[src/rtl/bmc_pkg.sv]
package bmc_pkg;
  localparam int SLOTS_PER_SUB    = 32;
  localparam int HALVES_PER_SUB   = 2 * SLOTS_PER_SUB;
  localparam int HALVES_PER_FRAME = 2 * HALVES_PER_SUB;
  localparam int PRE_SLOTS        = 4;
  localparam int AUX_SLOTS        = 4;
  localparam int AUDIO_W          = 20;
  localparam int AUDIO_LSB_SLOT   = PRE_SLOTS + AUX_SLOTS;
  localparam int VALID_SLOT       = AUDIO_LSB_SLOT + AUDIO_W;
  localparam int USER_SLOT        = VALID_SLOT + 1;
  localparam int CS_SLOT          = USER_SLOT + 1;
  localparam int PARITY_SLOT      = CS_SLOT + 1;
  localparam int COPY_FRAME       = 2;
  localparam int RATE_FRAME       = 24;
  localparam int RATE_BITS        = 4;

  typedef enum logic [1:0] {PRE_X = 2'd0, PRE_Y = 2'd1, PRE_Z = 2'd2} pre_e;
  typedef enum logic [1:0] {RATE_48K = 2'd0, RATE_44K1 = 2'd1,
                            RATE_32K = 2'd2, RATE_RSVD = 2'd3} rate_e;

  // half-slot levels, MSB is sent first, for a preceding level of 0
  function automatic logic [7:0] pre_pattern(pre_e p);
    case (p)
      PRE_Y:   return 8'b1110_0100;
      PRE_Z:   return 8'b1110_1000;
      default: return 8'b1110_0010;
    endcase
  endfunction

  // code[k] is sent in frame RATE_FRAME + k
  function automatic logic [RATE_BITS-1:0] rate_code(logic [1:0] sel, logic lock);
    rate_e r;
    r = lock ? RATE_48K : rate_e'(sel);
    case (r)
      RATE_44K1: return 4'b0000;
      RATE_32K:  return 4'b0011;
      default:   return 4'b0010;
    endcase
  endfunction

  function automatic logic status_override(int unsigned idx, logic raw, logic force_nc,
                                           logic hdr_cr, logic [RATE_BITS-1:0] code);
    if (idx == COPY_FRAME) return force_nc ? 1'b0 : !hdr_cr;
    if (idx >= RATE_FRAME && idx < RATE_FRAME + RATE_BITS) return code[idx - RATE_FRAME];
    return raw;
  endfunction

  // bit i of the result is the value of slot i; preamble and aux slots are zero
  function automatic logic [SLOTS_PER_SUB-1:0] build_word(logic [AUDIO_W-1:0] smp, logic cs);
    logic [SLOTS_PER_SUB-1:0] w;
    w = '0;
    w[VALID_SLOT-1:AUDIO_LSB_SLOT] = smp;
    w[CS_SLOT] = cs;
    w[PARITY_SLOT] = ^w[PARITY_SLOT-1:PRE_SLOTS];
    return w;
  endfunction
endpackage

[src/rtl/bmc_timebase.sv]
module bmc_timebase
  import bmc_pkg::*;
#(
  parameter int FRAMES = 192,
  localparam int HC_W = $clog2(HALVES_PER_FRAME),
  localparam int FR_W = $clog2(FRAMES)
) (
  input  logic            clk,
  input  logic            rst_n,
  output logic [HC_W-1:0] half_cnt,
  output logic [FR_W-1:0] frame_idx,
  output logic            frame_end
);
  localparam logic [HC_W-1:0] HALF_LAST  = HC_W'(HALVES_PER_FRAME - 1);
  localparam logic [FR_W-1:0] FRAME_LAST = FR_W'(FRAMES - 1);

  logic block_end;

  assign frame_end = (half_cnt == HALF_LAST);
  assign block_end = frame_end && (frame_idx == FRAME_LAST);

  always_ff @(posedge clk) begin
    if (!rst_n) begin
      half_cnt  <= '0;
      frame_idx <= '0;
    end else begin
      half_cnt <= frame_end ? '0 : half_cnt + 1'b1;
      if (frame_end) frame_idx <= block_end ? '0 : frame_idx + 1'b1;
    end
  end

  a_r5_frame_in_range: assert property (@(posedge clk) disable iff (!rst_n)
    frame_idx <= FRAME_LAST);
  a_r5_block_wraps: assert property (@(posedge clk) disable iff (!rst_n)
    block_end |=> frame_idx == '0);
  a_r7_take_starts_frame: assert property (@(posedge clk) disable iff (!rst_n)
    frame_end |=> (half_cnt == '0) && (frame_idx != $past(frame_idx)));
endmodule

[src/rtl/bmc_subframe_builder.sv]
module bmc_subframe_builder
  import bmc_pkg::*;
#(
  parameter int FRAMES = 192,
  localparam int FR_W = $clog2(FRAMES)
) (
  input  logic                     clk,
  input  logic                     rst_n,
  input  logic                     take,
  input  logic                     sub_sel,
  input  logic [FR_W-1:0]          frame_idx,
  input  logic [AUDIO_W-1:0]       left_pcm,
  input  logic [AUDIO_W-1:0]       right_pcm,
  input  logic [FRAMES-1:0]        status_bits,
  input  logic [1:0]               rate_sel,
  input  logic                     lock_48k,
  input  logic                     hdr_copyright,
  input  logic                     force_no_copy,
  output logic [SLOTS_PER_SUB-1:0] word,
  output pre_e                     pre_sel,
  output logic                     cs_bit
);
  logic [AUDIO_W-1:0]   left_q, right_q;
  logic [RATE_BITS-1:0] code;
  logic                 raw_cs;

  always_ff @(posedge clk) begin
    if (!rst_n) begin
      left_q  <= '0;
      right_q <= '0;
    end else if (take) begin
      left_q  <= left_pcm;
      right_q <= right_pcm;
    end
  end

  always_comb begin
    code    = rate_code(rate_sel, lock_48k);
    raw_cs  = status_bits[frame_idx];
    cs_bit  = status_override(32'(frame_idx), raw_cs, force_no_copy, hdr_copyright, code);
    word    = build_word(sub_sel ? right_q : left_q, cs_bit);
    if (sub_sel)                pre_sel = PRE_Y;
    else if (frame_idx == '0)   pre_sel = PRE_Z;
    else                        pre_sel = PRE_X;
  end

  a_r9_copy_forced: assert property (@(posedge clk) disable iff (!rst_n)
    (frame_idx == FR_W'(COPY_FRAME) && force_no_copy) |-> !cs_bit);
  a_r9_copy_follows_header: assert property (@(posedge clk) disable iff (!rst_n)
    (frame_idx == FR_W'(COPY_FRAME) && !force_no_copy) |-> (cs_bit != hdr_copyright));
  a_r10_lock_code: assert property (@(posedge clk) disable iff (!rst_n)
    (lock_48k && frame_idx >= FR_W'(RATE_FRAME) && frame_idx < FR_W'(RATE_FRAME + RATE_BITS))
      |-> (cs_bit == (frame_idx == FR_W'(RATE_FRAME + 1))));
  a_r7_hold_between_takes: assert property (@(posedge clk) disable iff (!rst_n)
    !$past(take) |-> $stable(left_q) && $stable(right_q));
endmodule

[src/rtl/bmc_line_encoder.sv]
module bmc_line_encoder
  import bmc_pkg::*;
#(
  localparam int SLOT_W = $clog2(SLOTS_PER_SUB)
) (
  input  logic                     clk,
  input  logic                     rst_n,
  input  logic [SLOT_W-1:0]        slot,
  input  logic                     half,
  input  logic [SLOTS_PER_SUB-1:0] word,
  input  pre_e                     pre_sel,
  output logic                     line
);
  logic       lvl_q, inv_q, inv, nxt;
  logic       in_pre, slot_bit, pre_first, data_edge, mid_flip, sub_last;
  logic       ones_q;
  logic [2:0] pidx;
  logic [7:0] pat;

  always_comb begin
    in_pre    = (slot < SLOT_W'(PRE_SLOTS));
    pidx      = {slot[1:0], half};
    pat       = pre_pattern(pre_sel);
    pre_first = in_pre && (pidx == 3'd0);
    inv       = pre_first ? lvl_q : inv_q;
    slot_bit  = word[slot];
    if (in_pre)     nxt = pat[3'd7 - pidx] ^ inv;
    else if (!half) nxt = !lvl_q;
    else            nxt = slot_bit ? !lvl_q : lvl_q;
    data_edge = !in_pre && !half;
    mid_flip  = !in_pre && half && (nxt != lvl_q);
    sub_last  = (slot == SLOT_W'(SLOTS_PER_SUB - 1)) && half;
  end

  always_ff @(posedge clk) begin
    if (!rst_n) begin
      lvl_q  <= 1'b0;
      inv_q  <= 1'b0;
      ones_q <= 1'b0;
    end else begin
      lvl_q <= nxt;
      if (pre_first) inv_q <= lvl_q;
      if (pre_first)     ones_q <= 1'b0;
      else if (mid_flip) ones_q <= !ones_q;
    end
  end

  assign line = lvl_q;

  a_r3_slot_edge: assert property (@(posedge clk) disable iff (!rst_n)
    data_edge |=> line != $past(line));
  a_r3_mid_one: assert property (@(posedge clk) disable iff (!rst_n)
    (!in_pre && half && slot_bit) |=> line != $past(line));
  a_r3_mid_zero: assert property (@(posedge clk) disable iff (!rst_n)
    (!in_pre && half && !slot_bit) |=> $stable(line));
  a_r4_preamble_lead: assert property (@(posedge clk) disable iff (!rst_n)
    pre_first |=> line != $past(line));
  a_r6_even_ones: assert property (@(posedge clk) disable iff (!rst_n)
    sub_last |-> !(ones_q ^ mid_flip));
endmodule

[src/rtl/bmc_audio_tx.sv]
module bmc_audio_tx
  import bmc_pkg::*;
#(
  parameter int FRAMES_PER_BLOCK = 192
) (
  input  logic                        clk,
  input  logic                        rst_n,
  input  logic [19:0]                 left_pcm,
  input  logic [19:0]                 right_pcm,
  input  logic [1:0]                  rate_sel,
  input  logic                        lock_48k,
  input  logic [FRAMES_PER_BLOCK-1:0] status_bits,
  input  logic                        hdr_copyright,
  input  logic                        force_no_copy,
  output logic                        sample_take,
  output logic                        line_out
);
  localparam int HC_W   = $clog2(HALVES_PER_FRAME);
  localparam int FR_W   = $clog2(FRAMES_PER_BLOCK);
  localparam int SLOT_W = $clog2(SLOTS_PER_SUB);

  logic [HC_W-1:0]          half_cnt;
  logic [FR_W-1:0]          frame_idx;
  logic                     frame_end;
  logic                     sub_sel, half;
  logic [SLOT_W-1:0]        slot;
  logic [SLOTS_PER_SUB-1:0] word;
  pre_e                     pre_sel;
  logic                     cs_bit;

  assign half    = half_cnt[0];
  assign slot    = half_cnt[HC_W-2:1];
  assign sub_sel = half_cnt[HC_W-1];
  assign sample_take = frame_end;

  bmc_timebase #(.FRAMES(FRAMES_PER_BLOCK)) u_timebase (
    .clk(clk), .rst_n(rst_n), .half_cnt(half_cnt),
    .frame_idx(frame_idx), .frame_end(frame_end)
  );

  bmc_subframe_builder #(.FRAMES(FRAMES_PER_BLOCK)) u_builder (
    .clk(clk), .rst_n(rst_n), .take(frame_end), .sub_sel(sub_sel),
    .frame_idx(frame_idx), .left_pcm(left_pcm), .right_pcm(right_pcm),
    .status_bits(status_bits), .rate_sel(rate_sel), .lock_48k(lock_48k),
    .hdr_copyright(hdr_copyright), .force_no_copy(force_no_copy),
    .word(word), .pre_sel(pre_sel), .cs_bit(cs_bit)
  );

  bmc_line_encoder u_encoder (
    .clk(clk), .rst_n(rst_n), .slot(slot), .half(half),
    .word(word), .pre_sel(pre_sel), .line(line_out)
  );

  a_r4_block_start_z: assert property (@(posedge clk) disable iff (!rst_n)
    (frame_idx == '0 && !sub_sel) |-> pre_sel == PRE_Z);
  a_r8_same_cs_both_halves: assert property (@(posedge clk) disable iff (!rst_n)
    (half_cnt == HC_W'(HALVES_PER_SUB)) |-> cs_bit == $past(cs_bit));
endmodule

[config.mk]
export PLATFORM = sky130hd
export DESIGN_NAME = bmc_audio_tx
export DESIGN_NICKNAME = d
export VERILOG_FILES = /design/src/rtl/bmc_pkg.sv /design/src/rtl/bmc_timebase.sv /design/src/rtl/bmc_subframe_builder.sv /design/src/rtl/bmc_line_encoder.sv /design/src/rtl/bmc_audio_tx.sv
export SDC_FILE = /design/constraint.sdc
export NUM_CORES = 1
export LEC_CHECK = 0
export CAP_MARGIN = 40
export CORE_MARGIN = 4
export CORE_UTILIZATION = 42
export CTS_CLUSTER_SIZE = 8
export DETAILED_ROUTE_END_ITERATION = 6
export PLACE_DENSITY_LB_ADDON = 0.2
export SETUP_SLACK_MARGIN = 0.3
export SLEW_MARGIN = 25
export SYNTH_ARGS = -nofsm -noshare
export SYNTH_HDL_FRONTEND = slang
export SYNTH_SLANG_ARGS = --single-unit
[constraint.sdc]
create_clock -name clk -period 3.6 [get_ports clk]
set_input_delay 0.36 -clock clk [delete_from_list [all_inputs] [get_ports clk]]
set_output_delay 0.36 -clock clk [all_outputs]
set_load 0.01 [all_outputs]
==> results list, run 1 <==
- Leakage power of the design: 2.75 nW
* GRT Total Usage: between 20 and 25%
- Count of maximum capacitance violations: 0
- Reg2Reg Capture Point: u_encoder.line
- Class of the most critical hold timing path: reg2reg
- Number of antenna violations at the first check in global routing: 0
- Number of vias per cell: approximately 5.6
* Largest net degree at the start of global routing: 45
- Fmax: ~0.32 GHz
- Cell depth of the worst hold path: 2
* Clock buffer count from CTS: 9
- Clock latency of the later-clocked register in the worst-skew pair: around 0.32 ns
* YS warnings: 0
- On the worst path, the slowest cell contributes a delay of roughly 0.55 ns.
- Wirelength, routed: 16800 µm
- Leaving out fill and tap cells, the most frequent cell in the layout is sky130_fd_sc_hd__clkdlybuf4s50_1.
- Die extent in x: around 120 µm
- After routing the design area is about 7700 µm².
* Area of all sequential standard cells: 1150 µm²
* Hold Startpoint: u_builder.right_q[12]
* Cell-by-cell trace of the critical path: buf_8 -> buf_4 -> mux4_2 -> nor4_1 -> nor4_1 -> o31ai_1 -> nor3_2 -> a41oi_2 -> mux2_1 -> o31ai_2 -> nand2_1 -> o311ai_2
- After filler insertion, the fill cell instance count of the layout stands at 920.
- Vias in the first global route: about 5300
- Total via count in the routed design: roughly 5000
* Startpoint of the lowest-slack register-to-register path: u_timebase.frame_idx[1]
- Unrepaired setup endpoints after global routing: no
* Net count of the finished layout: roughly 970
- GRT Residual Overflow: 0
- STA classifies the critical path endpoint as a register.
- The total area inside the core boundary comes to around 12000 µm².
- First DRT Iteration DRCs: between 200 and 300
* Count of input and output buffers: 240
* Number of hold buffers added after cts: 0
- Cell Area, Synth: slightly above 5000 µm²
- The number of different library cells used by synthesis comes to 61.
- Across all hold checks on the routed design, the worst slack comes to between 0.4 and 0.5 ns.
- Remaining number of nets flagged by the antenna check after routing: 0
- The synthesized design contains 0 enable-type register cells.
- The slowest stage of the critical path is the sky130_fd_sc_hd__mux4_2 cell.
- Worst-case headroom to the max-slew limit: a little under three fifths
- The longest clock path from root to sink contains 2 buffers.
- First-pass GRT wire length: about 27000 µm
- Clk sink count: 57
* Die ar.: roughly 14000 µm²
* Final setup vio count: 0
- The library cells used most frequently in the layout, excluding fill and tap cells, are sky130_fd_sc_hd__clkdlybuf4s50_1, sky130_fd_sc_hd__nand2_1, sky130_fd_sc_hd__dfxtp_1, sky130_fd_sc_hd__a21boi_0, sky130_fd_sc_hd__mux4_2.
- Standard-cell row count: 39
- The first detailed-routing pass ran for 5 iterations.
* Fraction of the yosys area taken by sequential cells: between 20 and 25%
- From bottom edge to top edge, the die measures ~120 µm.
* Final Skew: between 0.004 and 0.005 ns
- Ant diodes: 0
* CTS tree: done
* Setup slack of the worst register-to-register path: 0.46 ns
- For this run, asynchronously set or reset flops after synthesis account for 0%.
* P per Cell Area: approximately 240 nW/µm²
- Detailed placer's ending HPWL: between 10000 and 15000 µm
- The multi-input combinational cells in the finished layout cover a total of roughly 3500 µm².
* Family of cells with the greatest summed delay on the critical path: multiplexers
- Synthesis inferred 57 register bits.
- Effective utilization at floorplan: a little over two fifths
- The total count of max-transition violations in the final report was 0.
- Hold Crit Endpoint: u_builder.right_q[12]
- Fraction of layout cells with a size suffix above 1: 11.7%
* Layout overhead on the synthesized area: 54.1%
- Post-synthesis net count: between 700 and 800
- RePlAce Congestion: around 0.85
* Maximum ir drop on the vdd rail: 0.260 mV
- Clock tree root buffer cell: sky130_fd_sc_hd__clkbuf_16
- Predominant post-synthesis flop cell: sky130_fd_sc_hd__dfxtp_1
* Remaining DRCs: 0
* Ratio of final minimum period to clock period: 87.2%
- Worst Reg-to-Reg Cells: 12
- # H-tree levels: 3
- Data on the critical path arrives at its endpoint at roughly 3.4 ns.
- The routed design could run at a clock period as short as approximately 3.1 ns.
- Worst Max-Slew Pin Slew: about 0.65 ns
- Adding up every negative setup slack in the final design gives 0 ns.
- Clock-pin slew on the worst setup and hold paths: 0.05 ns
- Summing all placed instances gives a cell area of about 7400 µm².
- Among the stages of the critical path, the cell type that occurs most often is sky130_fd_sc_hd__nor4_1.
- Category of the worst setup path launch point: register
- Post-Syn Area per Cell: about 10 µm²
* Critical path data required time: roughly 3.8 ns
- Critical Setup Path Class: reg2reg
- The run finished with clean final reports.
- In the final routed layout, each cell accounts on average for 19.2 µm.
* Worst Path Buf+Inv: 2
- Of all nets on the critical path, the largest fanout is 28.
* I/O pins: between 200 and 250
- Gate count after technology mapping: 500
* Endpoints failing hold: 0
-- through the flow --
stage / power (W) / worst slack [ns] / util, % / instances
finish: 0.00184 / 0.460 / 67.0 / 872
global route: 0.00191 / 0.306 / 67.0 / 872
CTS: 0.00186 / 0.309 / 66.7 / 870
detailed placement: 0.00104 / 0.146 / 64.1 / 854
global placement: 0.00104 / 0.188 / 64.1 / 854
floorplan: 0.000760 / 0.605 / - / 500
-- how the worst max path moves through the flow --
stage,start,slack [ns],endpoint,cells past startpoint
after global routing,u_timebase.frame_idx[1],0.31,u_encoder.line,12
final,u_timebase.frame_idx[1],0.46,u_encoder.line,12
after floorplan,u_timebase.frame_idx[1],0.61,u_encoder.line,12
after CTS,u_timebase.frame_idx[0],0.31,u_encoder.line,11
after global placement,status_bits[114],0.19,u_encoder.line,11
after detailed placement,status_bits[112],0.15,u_encoder.line,11
-- area by class of cell --
class,instances,area share (%)
tap,143,2.31
inverter,8,0.388
sequential,57,14.8
timing repair buffer,257,33.0
clock inverter,2,0.129
clock buffer,14,3.67
multi-input combinational,391,45.7
-- layer usage --
layer	GRT usage [%]	vias to the layer above	part of all wire [%]
met5	0	-	0
met4	6.60	0	2.2
met3	7.07	30	7.2
met2	44.3	193	55
met1	27.0	2345	36
li1	-	2310	-
-- Yosys cell counts, types with 6 or more instances --
| cell type | count | area (µm²) |
|---|---|---|
| sky130_fd_sc_hd__nand3_1 | 11 | 55.1 |
| sky130_fd_sc_hd__nor2_1 | 21 | 78.8 |
| sky130_fd_sc_hd__buf_1 | 6 | 22.5 |
| sky130_fd_sc_hd__clkbuf_8 | 8 | 110 |
| sky130_fd_sc_hd__nand4_1 | 6 | 37.5 |
| sky130_fd_sc_hd__clkbuf_1 | 15 | 56.3 |
| sky130_fd_sc_hd__xnor2_1 | 11 | 96.3 |
| sky130_fd_sc_hd__mux4_2 | 35 | 788 |
| sky130_fd_sc_hd__inv_1 | 7 | 26.3 |
| sky130_fd_sc_hd__o21ai_0 | 11 | 55.1 |
| sky130_fd_sc_hd__mux2i_1 | 24 | 240 |
| sky130_fd_sc_hd__nand2_1 | 100 | 375 |
| sky130_fd_sc_hd__mux4_1 | 24 | 631 |
| sky130_fd_sc_hd__nor4_1 | 7 | 43.8 |
| sky130_fd_sc_hd__dfxtp_1 | 57 | 1140 |
| sky130_fd_sc_hd__xor2_1 | 25 | 219 |
| sky130_fd_sc_hd__a21boi_0 | 42 | 315 |
-- timing repair --
item,in CTS,in global routing
setup endpoints to repair,1,1
gates resized for setup,1,6
setup buffers,0,2
endpoints found under the hold margin,0,0
-- flip-flops by register name, indices dropped and copies added, names as in the netlist --
register,flops
u_timebase.frame_idx,8
u_builder.left_q,20
u_encoder.line,1
u_encoder.inv_q,1
u_builder.right_q,20
u_timebase.half_cnt,7
-- tightest hold or removal path, stage by stage, from the launching register on --
cell	delay, ns
sky130_fd_sc_hd__dfxtp_1	0.32
sky130_fd_sc_hd__nand2_1	0.05
sky130_fd_sc_hd__a21boi_0	0.06
-- power breakdown --
group	internal (W)	leakage, nW	total [W]	switching [W]
Combinational	0.000295	2.14	0.000381	0.0000860
Sequential	0.000637	0.462	0.000646	0.00000856
Clock	0.000537	0.149	0.000814	0.000277
-- kinds of logic after synthesis --
family          synth area share, %
xor+xnor                       6.72
simple gates                   17.3
compound gates                 10.9
fa+ha+maj                      1.24
mux                            34.1
buf+inv                        7.04
flops                          22.7
Note: power is estimated with default switching activity, not from simulation.
==> run 2: changes to the inputs <==
--- a/config.mk
+++ b/config.mk
@@ -7,7 +7,7 @@
 export LEC_CHECK = 0
 export CAP_MARGIN = 40
 export CORE_MARGIN = 4
-export CORE_UTILIZATION = 42
+export CORE_UTILIZATION = 30
 export CTS_CLUSTER_SIZE = 8
 export DETAILED_ROUTE_END_ITERATION = 6
 export PLACE_DENSITY_LB_ADDON = 0.2
==> results list, run 2 (same netlist as run 1, synthesis figures left out) <==
* Outcome: finished clean
- Measured along the x axis, the die boundary spans roughly 140 µm.
- Class of the most critical hold timing path: reg2reg
- At the placement stage, the worst setup path has a slack of 0.134 ns.
- The later pin in the worst-skew pair is clocked with a latency of approximately 0.33 ns.
- Setup slack of the worst register-to-register path: 0.47 ns
- Remaining number of nets flagged by the antenna check after routing: 0
- Hold Startpoint: u_builder.left_q[16]
- Final WS setup: 0.466 ns
- In this run the standard cell core region covers about 17000 µm².
* Total Negative Setup Slacks: 0 ns
* Final Skew: just over 0.007 ns
- For this configuration, the core starts out at a cell density of approximately 30%.
- The HPWL after detailed placement is approximately 14000 µm.
- First DRT Iteration DRCs: approximately 150
- The post-route netlist has 12.4% of its cells at a drive strength greater than 1.
- Count of input and output buffers: 240
- Leakage power of the design: between 2 and 3 nW
- TritonCTS built the clock tree.
- Counting every sink on the clock net gives 57.
- The floorplan step defined a die boundary enclosing roughly 19000 µm².
- Post-DR wirelength/cell: around 18 µm
- Sequential share of power: between 30% and 40%
- Worst-case headroom to the max-slew limit: between 50% and 60%
* Remaining DRCs: 0
* Die boundary height: 137 µm
- Critical Path Fanout Max: 8
- Vias in the first global route: 5082
- Final number of max-transition violations: 0
* Clock-pin slew on the worst setup and hold paths: 0.05 ns
- Ratio of final minimum period to clock period: a little under 90%
- In the final layout, the registers with the most flip-flops are u_builder.left_q (20), u_builder.right_q (20), u_timebase.frame_idx (8).
- GRT Residual Overflow: 0
- Maximum ir drop on the vdd rail: 0.155 mV
* Clock tree root buffer cell: sky130_fd_sc_hd__clkbuf_16
- Leading cell type in the layout, fill and taps excluded: sky130_fd_sc_hd__clkdlybuf4s50_1
- Net switching power of the design: 0.000381 W
- Area of all sequential standard cells: around 1200 µm²
- Critical-path top delay cell: sky130_fd_sc_hd__mux4_1
- Final setup vio count: 0
- Start point of the critical path: u_timebase.frame_idx[0]
- The worst setup path is of the reg2reg kind.
- In this run the count of I/O pins placed on the die edge is 241.
* Part of the total power dissipated in combinational logic: between 20 and 25%
* Clock buffer count from CTS: 9
- First-pass GRT wire length: between 20000 and 30000 µm
- Wirelength, routed: 17500 µm
- Largest net degree at the start of global routing: 45
- Final critical path time including I/O delays and setup: 3.13 ns
- STA classifies the critical path endpoint as a register.
* Unrepaired setup endpoints after global routing: no
- Dividing total power by cell area gives a power density of roughly 230 nW/µm².
* Endpoints failing hold: 0
- CTS built an H-tree with a depth of 3.
- On the worst path, the slowest cell contributes a delay of 0.60 ns.
* RePlAce Congestion: 0.826
- Across the run, the number of max-cap violations was 0.
- Worst Max-Slew Pin Slew: about 0.62 ns
- Ant diodes: 0
* Number of iterations in the first detailed-routing pass: 4
- Layout filler cell count: between 1500 and 2000
- Number of antenna violations at the first check in global routing: 0
- Data arrival time at the worst-slack endpoint: ~3.4 ns
- The share of total power dissipated in the clock network is between 40% and 50%.
* Standard-cell row count: between 40 and 50
- Summing all multi-input logic gate instances after layout gives around 3500 µm².
* Most used cells in the layout excluding fill and tap cells: sky130_fd_sc_hd__clkdlybuf4s50_1, sky130_fd_sc_hd__nand2_1, sky130_fd_sc_hd__dfxtp_1, sky130_fd_sc_hd__a21boi_0, sky130_fd_sc_hd__mux4_2
- In the final design database the tool counted a little under 1000 nets.
- Fmax: 0.319 GHz
* Max Buffers Root-to-Sink: 2
- In the global route stage, overall resource usage came out at 18.1%.
* Cell-by-cell trace of the critical path: buf_12 -> mux4_1 -> mux2i_1 -> o21a_1 -> nor3_1 -> or4_1 -> a41oi_2 -> mux2_1 -> o31ai_4 -> nand2_1 -> o311ai_2
- Startpoint of the lowest-slack register-to-register path: u_timebase.frame_idx[0]
- Of the total power, the share spent switching nets is roughly 20%.
- Critical path data required time: between 3 and 4 ns
* Layout overhead on the synthesized area: 57.4%
- Power Internal: between 0.001 and 0.0015 W
- Dividing the detail-routed via count by the number of cells gives 5.09.
* Category of the worst setup path launch point: register
* Overall Power: ~0.0019 W
- For this design, the CTS-stage hold fixing added 0 buffers.
- Summing over every cut layer, the via total after detailed routing is 4864.
==> run 2: area by class of cell <==
cell class / instances / area share [%]
multi-input combinational: 391 / 44.8
timing repair buffer: 263 / 33.1
sequential: 57 / 14.6
tap: 220 / 3.48
clock buffer: 10 / 3.02
clock inverter: 6 / 0.727
inverter: 8 / 0.379
==> run 2: worst paths after layout <==
kind,cells past startpoint,to
max reg2reg,11,u_encoder.line
min reg2reg,2,u_builder.left_q[16]
min,2,u_builder.left_q[16]
max,11,u_encoder.line
==> run 2: power groups by stage <==
stage | Combinational, W | Clock (W) | Sequential (W)
after CTS | 0.000384 | 0.000860 | 0.000646
after floorplan | 0.000104 | 0 | 0.000656
after detailed placement | 0.000383 | 0 | 0.000661
final | 0.000379 | 0.000836 | 0.000646
after global placement | 0.000377 | 0 | 0.000660
after global routing | 0.000403 | 0.000889 | 0.000646
==> run 2: routing by layer <==
layer | global-route usage [%] | vias up | share of wire, %
met5 | 0 | - | 0
met4 | 4.16 | 0 | 1.4
met3 | 4.49 | 18 | 6.1
met2 | 34.3 | 166 | 54
met1 | 20.1 | 2361 | 39
li1 | - | 2319 | -
==> run 2: repair_timing <==
action / 4_1_cts / 5_1_grt
hold endpoints to repair: 0 / 0
gates resized for setup: 2 / 4
cloned: 0 / 0
setup endpoints to repair: 1 / 1
buffers inserted: 0 / 6
==> run 2: worst max-delay path: cells and delay by family, from the launching register on <==
kind                   cells  cell delay [ns]
muxes                      3             1.14
AOI/OAI and AO/OA          4             0.70
and+or+nand+nor            3             0.68
DFF                        1             0.38
buffers and inverters      1             0.13
==> run 2: metrics by stage <==
stage | area [µm²] | hold slack [ns] | util (%) | cells
2_1_floorplan | 5030 | 0.465 | - | 500
3_3_place_gp | 7530 | 0.478 | 45.6 | 933
3_5_place_dp | 7530 | 0.482 | 45.6 | 933
4_1_cts | 7830 | 0.490 | 47.4 | 949
5_1_grt | 7920 | 0.509 | 47.9 | 955
6_report | 7920 | 0.486 | 47.9 | 955
